File: config.mk
export PLATFORM = sky130hd
export DESIGN_NAME = llsc_reservation_monitor
export DESIGN_NICKNAME = d
export VERILOG_FILES = /design/src/rtl/llsc_mon_pkg.sv /design/src/rtl/llsc_match_array.sv /design/src/rtl/llsc_age_tracker.sv /design/src/rtl/llsc_slot_pick.sv /design/src/rtl/llsc_reservation_monitor.sv
export SDC_FILE = /design/constraint.sdc
export NUM_CORES = 1
export LEC_CHECK = 0
export ABC_AREA = 0
export BUFFER_PORTS_ARGS = -buffer_cell sky130_fd_sc_hd__buf_2
export CAP_MARGIN = 10
export CORE_MARGIN = 3
export CORE_UTILIZATION = 60
export CTS_BUF_LIST = sky130_fd_sc_hd__clkbuf_16
export CTS_CLUSTER_SIZE = 25
export DETAILED_ROUTE_END_ITERATION = 6
export PLACE_DENSITY = 0.74
export SLEW_MARGIN = 0
export SYNTH_ARGS = -nofsm -noshare
export SYNTH_HDL_FRONTEND = slang
export SYNTH_HIERARCHICAL = 1
export SYNTH_SLANG_ARGS = --single-unit
File: constraint.sdc
create_clock -name clk -period 6.4 [get_ports clk]
set_clock_uncertainty 0.15 [all_clocks]
set_input_delay 0.64 -clock clk [delete_from_list [all_inputs] [get_ports clk]]
set_output_delay 0.64 -clock clk [all_outputs]
set_load 0.005 [all_outputs]
File: src/rtl/llsc_mon_pkg.sv
package llsc_mon_pkg;

  // Outcome of the store presented in a cycle.
  typedef enum logic [1:0] {
    ST_NONE      = 2'd0,
    ST_PLAIN     = 2'd1,
    ST_COND_OK   = 2'd2,
    ST_COND_FAIL = 2'd3
  } st_outcome_e;

  // A store that writes memory clears matching reservations.
  function automatic logic outcome_writes(st_outcome_e o);
    return (o == ST_PLAIN) || (o == ST_COND_OK);
  endfunction

endpackage

File: src/rtl/llsc_match_array.sv
module llsc_match_array #(
  parameter int ENTRIES = 8,
  parameter int ADDR_W  = 32,
  parameter int CTX_W   = 4
) (
  input  logic [ENTRIES-1:0]             entry_valid,
  input  logic [ENTRIES-1:0][ADDR_W-1:0] entry_gran,
  input  logic [ENTRIES-1:0][CTX_W-1:0]  entry_ctx,
  input  logic [ADDR_W-1:0]              probe_gran,
  input  logic [CTX_W-1:0]               probe_ctx,
  output logic [ENTRIES-1:0]             gran_hit,
  output logic [ENTRIES-1:0]             ctx_hit,
  output logic [ENTRIES-1:0]             own_hit
);

  for (genvar i = 0; i < ENTRIES; i++) begin : g_cmp
    assign gran_hit[i] = entry_valid[i] && (entry_gran[i] == probe_gran);
    assign ctx_hit[i]  = entry_valid[i] && (entry_ctx[i] == probe_ctx);
    assign own_hit[i]  = gran_hit[i] && ctx_hit[i];
  end

endmodule

File: src/rtl/llsc_age_tracker.sv
module llsc_age_tracker #(
  parameter int ENTRIES = 8
) (
  input  logic               clk,
  input  logic               rst,
  input  logic [ENTRIES-1:0] ins_onehot,
  input  logic [ENTRIES-1:0] live,
  output logic [ENTRIES-1:0] oldest
);

  // older_q[i][j] = 1 : entry i was written before entry j.
  logic [ENTRIES-1:0][ENTRIES-1:0] older_q;

  for (genvar i = 0; i < ENTRIES; i++) begin : g_row
    localparam logic [ENTRIES-1:0] SELF = ENTRIES'(1) << i;

    always_ff @(posedge clk) begin
      if (rst) begin
        older_q[i] <= '0;
      end else begin
        for (int j = 0; j < ENTRIES; j++) begin
          if (ins_onehot[i])
            older_q[i][j] <= 1'b0;
          else if (ins_onehot[j])
            older_q[i][j] <= 1'b1;
        end
      end
    end

    // Oldest: live and older than every other live entry.
    assign oldest[i] = live[i] && (&(older_q[i] | ~live | SELF));
  end

endmodule

File: src/rtl/llsc_slot_pick.sv
module llsc_slot_pick #(
  parameter int ENTRIES = 8
) (
  input  logic [ENTRIES-1:0] own_entry,
  input  logic [ENTRIES-1:0] live,
  input  logic [ENTRIES-1:0] oldest,
  output logic [ENTRIES-1:0] slot
);

  function automatic logic [ENTRIES-1:0] lowest_one(logic [ENTRIES-1:0] v);
    return v & (~v + ENTRIES'(1));
  endfunction

  always_comb begin
    if (|own_entry)
      slot = lowest_one(own_entry);
    else if (!(&live))
      slot = lowest_one(~live);
    else
      slot = lowest_one(oldest);
  end

endmodule

File: src/rtl/llsc_reservation_monitor.sv
module llsc_reservation_monitor
  import llsc_mon_pkg::*;
#(
  parameter int ENTRIES   = 8,
  parameter int ADDR_W    = 32,
  parameter int CTX_W     = 4,
  parameter int GRAN_BITS = 4
) (
  input  logic              clk,
  input  logic              rst,
  input  logic              st_valid,
  input  logic [ADDR_W-1:0] st_addr,
  input  logic [CTX_W-1:0]  st_ctx,
  input  logic              st_cond,
  input  logic              ld_valid,
  input  logic [ADDR_W-1:0] ld_addr,
  input  logic [CTX_W-1:0]  ld_ctx,
  input  logic              ld_linked,
  output logic              resp_valid,
  output logic              resp_permit,
  output logic              resp_result
);

  localparam logic [ADDR_W-1:0] LOW_MASK = (ADDR_W'(1) << GRAN_BITS) - ADDR_W'(1);

  function automatic logic [ADDR_W-1:0] granule_of(logic [ADDR_W-1:0] a);
    return a & ~LOW_MASK;
  endfunction

  // Reservation table
  logic [ENTRIES-1:0]             tbl_valid;
  logic [ENTRIES-1:0][ADDR_W-1:0] tbl_gran;
  logic [ENTRIES-1:0][CTX_W-1:0]  tbl_ctx;

  // Named internal events
  logic [ENTRIES-1:0] st_gran_hit, st_ctx_hit, st_own_hit;
  logic [ENTRIES-1:0] ld_gran_hit, ld_ctx_hit, ld_own_hit;
  logic [ENTRIES-1:0] clear_vec, live_after, own_ld, oldest, slot, ld_ins;
  logic               tbl_empty, ld_fire, sc_ok;
  logic [ADDR_W-1:0]  st_gran, ld_gran;
  st_outcome_e        st_outcome;

  assign st_gran   = granule_of(st_addr);
  assign ld_gran   = granule_of(ld_addr);
  assign tbl_empty = ~|tbl_valid;
  assign ld_fire   = ld_valid && ld_linked;

  llsc_match_array #(.ENTRIES(ENTRIES), .ADDR_W(ADDR_W), .CTX_W(CTX_W)) u_st_match (
    .entry_valid (tbl_valid),
    .entry_gran  (tbl_gran),
    .entry_ctx   (tbl_ctx),
    .probe_gran  (st_gran),
    .probe_ctx   (st_ctx),
    .gran_hit    (st_gran_hit),
    .ctx_hit     (st_ctx_hit),
    .own_hit     (st_own_hit)
  );

  // Load probe sees the table after the store's clears.
  llsc_match_array #(.ENTRIES(ENTRIES), .ADDR_W(ADDR_W), .CTX_W(CTX_W)) u_ld_match (
    .entry_valid (live_after),
    .entry_gran  (tbl_gran),
    .entry_ctx   (tbl_ctx),
    .probe_gran  (ld_gran),
    .probe_ctx   (ld_ctx),
    .gran_hit    (ld_gran_hit),
    .ctx_hit     (ld_ctx_hit),
    .own_hit     (ld_own_hit)
  );

  // Store decision against the table as it stood before this cycle.
  assign sc_ok = |st_own_hit;

  always_comb begin
    if (!st_valid)
      st_outcome = ST_NONE;
    else if (!st_cond)
      st_outcome = ST_PLAIN;
    else if (sc_ok)
      st_outcome = ST_COND_OK;
    else
      st_outcome = ST_COND_FAIL;
  end

  assign clear_vec  = outcome_writes(st_outcome) ? st_gran_hit : '0;
  assign live_after = tbl_valid & ~clear_vec;
  assign own_ld     = ld_ctx_hit;

  llsc_age_tracker #(.ENTRIES(ENTRIES)) u_age (
    .clk        (clk),
    .rst        (rst),
    .ins_onehot (ld_ins),
    .live       (live_after),
    .oldest     (oldest)
  );

  llsc_slot_pick #(.ENTRIES(ENTRIES)) u_pick (
    .own_entry (own_ld),
    .live      (live_after),
    .oldest    (oldest),
    .slot      (slot)
  );

  assign ld_ins = ld_fire ? slot : '0;

  // Table update
  always_ff @(posedge clk) begin
    if (rst) begin
      tbl_valid <= '0;
      tbl_gran  <= '0;
      tbl_ctx   <= '0;
    end else begin
      tbl_valid <= live_after | ld_ins;
      for (int i = 0; i < ENTRIES; i++) begin
        if (ld_ins[i]) begin
          tbl_gran[i] <= ld_gran;
          tbl_ctx[i]  <= ld_ctx;
        end
      end
    end
  end

  // Registered response
  always_ff @(posedge clk) begin
    if (rst) begin
      resp_valid  <= 1'b0;
      resp_permit <= 1'b0;
      resp_result <= 1'b0;
    end else begin
      resp_valid  <= (st_outcome != ST_NONE);
      resp_permit <= outcome_writes(st_outcome);
      resp_result <= (st_outcome == ST_COND_OK);
    end
  end

endmodule

==> results.md <==
- Final net count: 2092
- Pre-CTS WS: ~210 ps
- Final setup violation count: 0
- Critical Path Source: st_addr[8]
- Vias in the first global route: approximately 14000
- Placed cell areas: ~18000 sq um
- H-tree levels: 2
- First-pass GRT wire length: 81600 microns
- GRT Residual Overflow: 0
- Worst hold path type: reg2reg
- Final worst-path cycle share: around nine tenths
- Avg Inst Size Synth: between 8 and 9 sq um
- Critical Path Start Type: input pin
- Die height: 175 microns
- RSZ-0062 raised after global routing: false
- Total clock sinks: 323
- Antenna cells: 0
- Final setup margin: 516 ps
- Slew HR: about a third
- Pleak: 6.64 nW
- Reg-to-reg endpoint: tbl_ctx[29]
- Largest net degree at the start of global routing: 124
- Synth Instances: about 2000
- Status: finished clean
- DP Cell Count: approximately 2400
- Max-slew violation count: 0
- Final Critical Period: ~5900 ps
- Reg2reg setup slack: 570 ps
- Port bufs: 72
- Vias per Instance: between 5 and 6
- GPL Wtd Cong: between 0.9 and 1
- Die area: roughly 31000 sq um
- PD cells: 241 nW/um^2
- CTS root buf: clkbuf_16
- Initial antenna violation count: 0
- Final hold vios: 0
- Avg WL per Cell: roughly 23 microns
- Critical Path AT: approximately 6000 ps
- DRT Pass-1 Iters: 5
- I/O pin total: 81
- Layout cell share with drive strength beyond 1: roughly a quarter
- Core area: roughly 28000 sq um
- DR vias: approximately 14000
- Area delta synth->final: 9.51%
- CTS tree: yes
- Maximum vdd drop: 286 uV
- Post-route DRC: 0
- Crit path max fanout: 22
- Clock buffer depth: 3
- Clock slew at reported path FFs: about 50 ps
- Post-route cell area: around 19000 sq um
- Setup total negative slack: 0 ps
- Initial Util: between 60% and 70%
- Total of max-cap violations: 0
- Crit Path Category: in2reg
- CP required: around 6600 ps
- F_max: around 0.17 GHz
- Slew @ Worst Pin: around 1000 ps
- Non-filler instance count after layout: between 2000 and 2500
- Resized Gates After CTS: 0
- Initial drt markers: roughly 1300
- Reg2Reg Launch Point: tbl_gran[200]
- Post-CTS Hold Fix Bufs: 0
- Worst Setup EP: tbl_ctx[29]
- # rows: approximately 60
- Register-to-Register Path Depth: 20
- YS warnings: 6
- Die Wd: 175 microns
- DPL Wire Length: around 37000 microns
- GRT Resource Usage Total: between 30% and 40%
- Synth Cell Area: 17200 sq um
- Crit. End Element: flip-flop
- Final wirelength: approximately 54000 microns
- Setup Fix Bufs, Post-CTS: 0
- Post-route ant nets: 0
- Worst-Skew Late Latency: approximately 520 ps
- CTS buffer count: 37
[worst max-delay path: stages]
cell and delay [ps]:
buf_2 200, xnor2_1 380, nand4_1 300, or4_1 560
nor4_1 390, or4_1 250, o21ai_1 90, nand2_1 100
ha_1 350, a21boi_0 460, inv_1 280, o22ai_1 270
nor3_2 110, nor4_2 340, nand4b_1 160, a2111oi_2 390
o211a_1 220, nand3_4 110, buf_4 290, nand2_1 130
a21oi_2 60
[placed cells by master (no fill, tap or decap), drive strengths merged, types with 6 or more instances in the layout]
master   instances
nand3           18
a21boi           8
a21oi          256
nand4           33
o21ai            6
o21a            57
nor4            56
dfxtp          323
nand2b          19
or4              7
nor3            32
conb            36
clkinv          12
xor2           185
and2            21
inv             31
nor2            32
clkbuf          39
o22ai           16
xnor2          132
o2111ai          8
buf            141
nand2          540
[stage by stage]
stage / power [mW] / hold slack (ps) / util, %
after global routing: 4.66 / 313 / 67.3
after detailed placement: 2.51 / 283 / 63.2
after CTS: 4.54 / 294 / 67.3
final: 4.54 / 291 / 67.3
after floorplan: 2.40 / 269 / -
after global placement: 2.51 / 276 / 63.2
[power breakdown]
part,internal (mW),leakage (nW),switching [mW]
clock,1.22,0.607,0.839
sequential,2.03,2.61,0.0140
combinational,0.139,3.42,0.299
total,3.39,6.64,1.15
[layout make-up]
cell class | count | area [sq um]
inverter | 23 | 103
tap | 378 | 473
timing repair buffer | 141 | 1110
clock inverter | 24 | 188
clock buffer | 39 | 976
fill | 2310 | 9150
multi-input combinational | 1486 | 9540
sequential | 323 | 6470
[state kept, by name, indices dropped and copies added, names as in the netlist]
register       flops
resp_result        1
tbl_valid          8
tbl_gran         224
u_age/older_q     56
tbl_ctx           32
resp_permit        1
resp_valid         1
[worst min-delay path by stage]
stage / startpoint / end / cells after the start
floorplan: u_age/older_q[12] / u_age/older_q[12] / 1
global placement: u_age/older_q[13] / u_age/older_q[13] / 1
detailed placement: u_age/older_q[21] / u_age/older_q[21] / 1
CTS: ld_addr[11] / tbl_gran[235] / 3
global route: u_age/older_q[39] / u_age/older_q[39] / 1
finish: u_age/older_q[21] / u_age/older_q[21] / 1
[metal layers]
metal  GRT usage [%]  routed length [microns]
met5               0                        0
met4            17.5                     3120
met3            5.97                     4170
met2            56.3                    24900
met1            44.3                    22300
Power figures use the tool's default switching activity.
